$ cat src/rtl/pat_pkg.sv
package pat_pkg;

    localparam int ADDR_W   = 32;
    localparam int CMD_W    = 4;
    localparam int NUM_CH   = 2;
    localparam int MASK_W   = 8;
    localparam int IO_W     = 16;
    localparam int MEM_LSB  = 10;
    localparam int MEM_W    = ADDR_W - MEM_LSB;
    localparam int CFG_AW   = 2;

    localparam logic [CFG_AW-1:0] WORD_IO   = 2'd0;
    localparam logic [CFG_AW-1:0] WORD_MEM0 = 2'd1;
    localparam logic [CFG_AW-1:0] WORD_MASK = 2'd3;

    typedef enum logic [1:0] {
        CYC_NONE = 2'd0,
        CYC_IO   = 2'd1,
        CYC_MEM  = 2'd2
    } cyc_kind_e;

    typedef struct packed {
        logic              valid;
        cyc_kind_e         kind;
        logic [ADDR_W-1:0] addr;
    } addr_phase_t;

    typedef struct packed {
        logic [IO_W-1:0]   io_addr;
        logic [MEM_W-1:0]  mem_addr;
        logic [MASK_W-1:0] io_mask;
        logic [MASK_W-1:0] mem_mask;
    } chan_cfg_t;

    function automatic cyc_kind_e classify(input logic [CMD_W-1:0] cmd);
        case (cmd)
            4'b0010, 4'b0011:                            classify = CYC_IO;
            4'b0110, 4'b0111, 4'b1100, 4'b1110, 4'b1111: classify = CYC_MEM;
            default:                                     classify = CYC_NONE;
        endcase
    endfunction

    // Both operands are widened to ADDR_W. The mask only reaches the low MASK_W bits.
    function automatic logic masked_hit(input logic [ADDR_W-1:0] bus_val,
                                        input logic [ADDR_W-1:0] prog_val,
                                        input logic [MASK_W-1:0] mask);
        logic [ADDR_W-1:0] m;
        m = {{(ADDR_W-MASK_W){1'b0}}, mask};
        masked_hit = ((bus_val | m) == (prog_val | m));
    endfunction

endpackage

$ cat src/rtl/pat_phase_capture.sv
module pat_phase_capture
    import pat_pkg::*;
(
    input  logic                clk,
    input  logic                rst,
    input  logic                frame_n,
    input  logic [ADDR_W-1:0]   ad,
    input  logic [CMD_W-1:0]    cbe_n,
    output addr_phase_t         phase
);

    logic frame_q;
    logic start;

    assign start = frame_q & ~frame_n;

    always_ff @(posedge clk) begin
        if (rst) begin
            frame_q <= 1'b1;
            phase   <= '0;
        end else begin
            frame_q     <= frame_n;
            phase.valid <= start;
            if (start) begin
                phase.kind <= classify(cbe_n);
                phase.addr <= ad;
            end
        end
    end

endmodule

$ cat src/rtl/pat_cfg_regs.sv
module pat_cfg_regs
    import pat_pkg::*;
(
    input  logic                     clk,
    input  logic                     rst,
    input  logic                     cfg_wr,
    input  logic [CFG_AW-1:0]        cfg_addr,
    input  logic [ADDR_W-1:0]        cfg_wdata,
    output logic [ADDR_W-1:0]        cfg_rdata,
    output chan_cfg_t [NUM_CH-1:0]   cfg
);

    logic [ADDR_W-1:0] io_word;
    logic [ADDR_W-1:0] mask_word;
    logic [MEM_W-1:0]  mem_q [NUM_CH];

    always_ff @(posedge clk) begin
        if (rst) begin
            io_word   <= '0;
            mask_word <= '0;
            for (int c = 0; c < NUM_CH; c++) mem_q[c] <= '0;
        end else if (cfg_wr) begin
            if (cfg_addr == WORD_IO)   io_word   <= cfg_wdata;
            if (cfg_addr == WORD_MASK) mask_word <= cfg_wdata;
            for (int c = 0; c < NUM_CH; c++) begin
                if (cfg_addr == WORD_MEM0 + CFG_AW'(c))
                    mem_q[c] <= cfg_wdata[ADDR_W-1:MEM_LSB];
            end
        end
    end

    always_comb begin
        cfg_rdata = '0;
        if (cfg_addr == WORD_IO)   cfg_rdata = io_word;
        if (cfg_addr == WORD_MASK) cfg_rdata = mask_word;
        for (int c = 0; c < NUM_CH; c++) begin
            if (cfg_addr == WORD_MEM0 + CFG_AW'(c))
                cfg_rdata = {mem_q[c], {MEM_LSB{1'b0}}};
        end
    end

    for (genvar c = 0; c < NUM_CH; c++) begin : g_unpack
        assign cfg[c].io_addr  = io_word[IO_W*c +: IO_W];
        assign cfg[c].io_mask  = mask_word[MASK_W*c +: MASK_W];
        assign cfg[c].mem_mask = mask_word[MASK_W*(NUM_CH+c) +: MASK_W];
        assign cfg[c].mem_addr = mem_q[c];
    end

endmodule

$ cat src/rtl/pat_chan_match.sv
module pat_chan_match
    import pat_pkg::*;
(
    input  addr_phase_t phase,
    input  chan_cfg_t   cfg,
    output logic        hit
);

    logic io_hit;
    logic mem_hit;

    always_comb begin
        io_hit  = (phase.kind == CYC_IO) &&
                  masked_hit({{(ADDR_W-IO_W){1'b0}}, phase.addr[IO_W-1:0]},
                             {{(ADDR_W-IO_W){1'b0}}, cfg.io_addr},
                             cfg.io_mask);
        mem_hit = (phase.kind == CYC_MEM) &&
                  masked_hit({{MEM_LSB{1'b0}}, phase.addr[ADDR_W-1:MEM_LSB]},
                             {{MEM_LSB{1'b0}}, cfg.mem_addr},
                             cfg.mem_mask);
        hit     = phase.valid & (io_hit | mem_hit);
    end

endmodule

$ cat src/rtl/pci_trap_detect.sv
module pci_trap_detect
    import pat_pkg::*;
(
    input  logic                clk,
    input  logic                rst,
    input  logic                frame_n,
    input  logic [ADDR_W-1:0]   ad,
    input  logic [CMD_W-1:0]    cbe_n,
    input  logic                cfg_wr,
    input  logic [CFG_AW-1:0]   cfg_addr,
    input  logic [ADDR_W-1:0]   cfg_wdata,
    output logic [ADDR_W-1:0]   cfg_rdata,
    output logic [NUM_CH-1:0]   trap_evt
);

    addr_phase_t             phase;
    chan_cfg_t [NUM_CH-1:0]  cfg;

    pat_phase_capture u_cap (
        .clk     (clk),
        .rst     (rst),
        .frame_n (frame_n),
        .ad      (ad),
        .cbe_n   (cbe_n),
        .phase   (phase)
    );

    pat_cfg_regs u_regs (
        .clk       (clk),
        .rst       (rst),
        .cfg_wr    (cfg_wr),
        .cfg_addr  (cfg_addr),
        .cfg_wdata (cfg_wdata),
        .cfg_rdata (cfg_rdata),
        .cfg       (cfg)
    );

    for (genvar c = 0; c < NUM_CH; c++) begin : g_ch
        pat_chan_match u_match (
            .phase (phase),
            .cfg   (cfg[c]),
            .hit   (trap_evt[c])
        );
    end

endmodule

$ cat config.mk
export PLATFORM = sky130hd
export DESIGN_NAME = pci_trap_detect
export DESIGN_NICKNAME = d
export VERILOG_FILES = /design/src/rtl/pat_pkg.sv /design/src/rtl/pat_phase_capture.sv /design/src/rtl/pat_cfg_regs.sv /design/src/rtl/pat_chan_match.sv /design/src/rtl/pci_trap_detect.sv
export SDC_FILE = /design/constraint.sdc
export NUM_CORES = 1
export LEC_CHECK = 0
export ABC_CLOCK_PERIOD_IN_PS = 4500
export CAP_MARGIN = 10
export CORE_ASPECT_RATIO = 1.4
export CORE_MARGIN = 10
export CORE_UTILIZATION = 58
export CTS_CLUSTER_DIAMETER = 200
export CTS_CLUSTER_SIZE = 16
export DETAILED_ROUTE_END_ITERATION = 16
export MAX_ROUTING_LAYER = met4
export PLACE_DENSITY = 0.95
export SETUP_SLACK_MARGIN = 0.02
export SYNTH_ARGS = -nofsm -noshare
export SYNTH_HDL_FRONTEND = slang
export SYNTH_SLANG_ARGS = --single-unit
$ cat constraint.sdc
create_clock -name clk -period 4.5 [get_ports clk]
set_input_delay 0.9 -clock clk [delete_from_list [all_inputs] [get_ports clk]]
set_output_delay 0.9 -clock clk [all_outputs]
set_load 0.02 [all_outputs]
==> flow_summary.json <==
{
  "cap_viol_max_count": 0,
  "cellPowerDensity_mw_per_mm2": 395,
  "status": "completed",
  "clock_latency_ns": 0.43,
  "vdd_ir_drop_max_mv": 0.307,
  "p_leak_nw": 2.83,
  "fin_crit_ns": 3.84,
  "final_area_mm2": 0.00822,
  "synth.yosys.warnings": 0,
  "antenna_violating_nets_left": 0,
  "cts_post_setup_buffers_inserted": 0,
  "switchingPower_uw": 847,
  "post_layout_util_pct": 72.9,
  "cp_data_arrival_time_ns": 2.94,
  "die_y_um": 147,
  "crit_path_max_fanout": 26,
  "detailroute.via_count": 5662,
  "final_min_period_over_clock_period_pct": 85.4,
  "route.met3.wl_um": 1620,
  "antenna_violations_before_repair": 0,
  "port-buffer-count": 107,
  "root_buffer": "sky130_fd_sc_hd__clkbuf_16",
  "clock_sinks": 144,
  "routed_length_per_instance_um": 22.2,
  "timing.final.max_slew_violations": 0,
  "power.share.clock_pct": 40.5,
  "syn-num-nets": 756,
  "postSynthRegisterBits": 144,
  "relSlewSlack_pct": 14.2,
  "initial_core_util_pct": 59.2,
  "synthToLayoutAreaGrowth_pct": 23.1,
  "final_hold_viol_count": 0,
  "critPathKind": "input pin to primary output",
  "fin_skew_ns": 0.00394,
  "tritoncts": "yes",
  "timing_worst_slew_pin_value_ns": 1.28,
  "first_global_vias": 5930,
  "synth_cell_types": 31,
  "m1WireLength_um": 7320,
  "detailedPlacementHpwl_um": 14800,
  "postSynth.asyncResetShare_pct": 0,
  "p_sw_share_pct": 26.1,
  "design.portCount": 108,
  "share_seq_of_total_power_pct": 45.9,
  "p_int_mw": 2.40,
  "synthesis.instances": 682,
  "layout.nets": 842,
  "drt_first_pass_iters": 5,
  "global_route.overflow_total": 0,
  "synth-edff-count": 44,
  "synth-seq-area-share_pct": 49.8,
  "setup_total_negative_slack_ns": 0,
  "cts.hold.buffers_added": 0,
  "detail_route.wirelength_um": 20500,
  "groute.usage.overall_pct": 25.8,
  "syn_avg_cell_area_um2": 9.79,
  "wire_length_of_the_first_global_routing_pass_um": 32200,
  "final_setup_violating_endpoints": 0,
  "cp.required_ns": 3.60,
  "grt_start_max_net_pins": 57,
  "drt_drc_violations_left": 0,
  "endpoint_type_of_the_worst_setup_path": "primary output",
  "synth_area_mm2": 0.00668,
  "clk_transition_reported_paths_ns": 0.06,
  "dominantRegCellSynth": "sky130_fd_sc_hd__dfxtp_1",
  "share_of_cells_above_drive_strength_1_pct": 9.60,
  "core_area_mm2": 0.0113,
  "detailedRoute.firstIterationViolations": 514,
  "antennaDiodeCount": 0,
  "placement.cell_area_mm2": 0.00766,
  "placement_rows": 46,
  "rsz_0062_raised_after_global_routing": "no",
  "met2_length_um": 10600,
  "htreeDepth": 4,
  "highest_layer": "met4",
  "max_clock_freq_mhz": 260,
  "gp_congestion": 0.927,
  "design.die.area_mm2": 0.0163,
  "clock_path_buffers": 2,
  "final-instance-count-excl-fill": 925,
  "number_of_cts_inserted_buffers": 17,
  "post_drt_via_cell_ratio": 6.12,
  "critical_path.startpoint_type": "input pin",
  "placed_cells": 893,
  "width_of_the_chip_um": 111,
  "min_path_type": "flip-flop to flip-flop",
  "combinationalPowerShare_pct": 13.6,
  "cts.repair.resized": 0
}
==> cells in the final DEF, fill, tap and decap left out, types with 3 or more instances in the layout <==
cell type / count
sky130_fd_sc_hd__and2_1: 22
sky130_fd_sc_hd__a22o_1: 10
sky130_fd_sc_hd__nor2_1: 7
sky130_fd_sc_hd__mux4_2: 22
sky130_fd_sc_hd__nand3_1: 6
sky130_fd_sc_hd__xnor2_1: 66
sky130_fd_sc_hd__o22ai_1: 14
sky130_fd_sc_hd__nand4_1: 8
sky130_fd_sc_hd__edfxtp_1: 44
sky130_fd_sc_hd__clkdlybuf4s50_1: 105
sky130_fd_sc_hd__clkbuf_16: 19
sky130_fd_sc_hd__dfxtp_1: 100
sky130_fd_sc_hd__clkinv_2: 4
sky130_fd_sc_hd__clkinv_4: 4
sky130_fd_sc_hd__buf_4: 9
sky130_fd_sc_hd__inv_4: 3
sky130_fd_sc_hd__a21oi_1: 98
sky130_fd_sc_hd__nand2_1: 197
sky130_fd_sc_hd__xor2_1: 8
sky130_fd_sc_hd__nor4_1: 8
sky130_fd_sc_hd__xnor2_2: 3
==> power by group through the flow <==
stage	logic, mW	registers (mW)	clock network (mW)
4_1_cts	0.440	1.49	1.32
3_5_place_dp	0.434	1.52	0
6_report	0.443	1.49	1.32
3_3_place_gp	0.422	1.51	0
5_1_grt	0.472	1.50	1.38
2_1_floorplan	0.277	1.48	0
==> worst max-delay path, stage by stage <==
cell and delay [ns]:
sky130_fd_sc_hd__clkdlybuf4s50_1 0.43, sky130_fd_sc_hd__buf_4 0.29, sky130_fd_sc_hd__nor2_2 0.47, sky130_fd_sc_hd__a22o_1 0.23, sky130_fd_sc_hd__clkdlybuf4s50_1 0.61
==> worst paths after layout <==
kind / from / endpoint / slack [ns] / depth (start not counted)
setup / recovery: cfg_addr[1] / cfg_rdata[9] / 0.66 / 5
hold / removal: u_regs.mask_word[0] / u_regs.mask_word[0] / 0.48 / 2
setup reg to reg: u_cap.frame_q / u_cap.phase[2] / 2.91 / 5
hold reg to reg: u_regs.mask_word[0] / u_regs.mask_word[0] / 0.48 / 2
==> final cells by class <==
cell class | instances | area, um^2
Multi-Input combinational cell | 486 | 3020
Sequential cell | 144 | 3320
Fill cell | 787 | 3060
Timing Repair Buffer | 116 | 1130
Inverter | 3 | 11.3
Clock inverter | 12 | 81.3
Clock buffer | 20 | 479
Tap cell | 144 | 180
==> state kept, by name (all words and copies together), names as in the netlist <==
| register | flops |
|---|---|
| u_regs.mem_q | 44 |
| u_cap.phase | 35 |
| u_regs.io_word | 32 |
| u_regs.mask_word | 32 |
| u_cap.frame_q | 1 |
==> per-layer routing <==
| metal | vias up | GRT usage, % |
|---|---|---|
| met5 | - | - |
| met1 | 2726 | 27.7 |
| met3 | 88 | 5.66 |
| li1 | 2504 | - |
| met2 | 344 | 43.4 |
| met4 | 0 | 14.3 |
==> Yosys cell counts (3+ instances only) <==
cell type | instances | area [um^2]
sky130_fd_sc_hd__buf_2 | 19 | 95.1
sky130_fd_sc_hd__a21oi_1 | 98 | 490
sky130_fd_sc_hd__nor4_1 | 8 | 50.1
sky130_fd_sc_hd__nor2_1 | 7 | 26.3
sky130_fd_sc_hd__nand4_1 | 8 | 50.1
sky130_fd_sc_hd__clkbuf_1 | 10 | 37.5
sky130_fd_sc_hd__o22ai_1 | 14 | 87.6
sky130_fd_sc_hd__edfxtp_1 | 44 | 1320
sky130_fd_sc_hd__nand2_1 | 197 | 739
sky130_fd_sc_hd__buf_4 | 9 | 67.6
sky130_fd_sc_hd__xnor2_2 | 3 | 48.8
sky130_fd_sc_hd__xor2_1 | 8 | 70.1
sky130_fd_sc_hd__buf_6 | 11 | 124
sky130_fd_sc_hd__dfxtp_1 | 100 | 2000
sky130_fd_sc_hd__and2_1 | 22 | 138
sky130_fd_sc_hd__a22o_1 | 10 | 87.6
sky130_fd_sc_hd__xnor2_1 | 66 | 578
sky130_fd_sc_hd__mux4_2 | 22 | 495
sky130_fd_sc_hd__nand3_1 | 6 | 30.0
==> cell families (layout without fill, tap and decap cells) <==
family          count (synthesis)  count (layout)  synth area share [%]
compound gates                127             127                  10.6
xor+xnor                       77              77                  10.4
buf+inv                        52             151                  5.02
flops                         144             144                  49.8
mux                            22              22                  7.42
simple gates                  260             260                  16.8
==> through the flow <==
step / worst slack (ns) / power (mW) / hold WS [ns]
floorplan: 1.81 / 1.76 / 0.435
global placement: 0.742 / 1.93 / 0.446
detailed placement: 0.662 / 1.95 / 0.471
CTS: 0.666 / 3.25 / 0.482
global route: 0.528 / 3.34 / 0.498
finish: 0.658 / 3.25 / 0.484
Power figures use the tool's default switching activity.
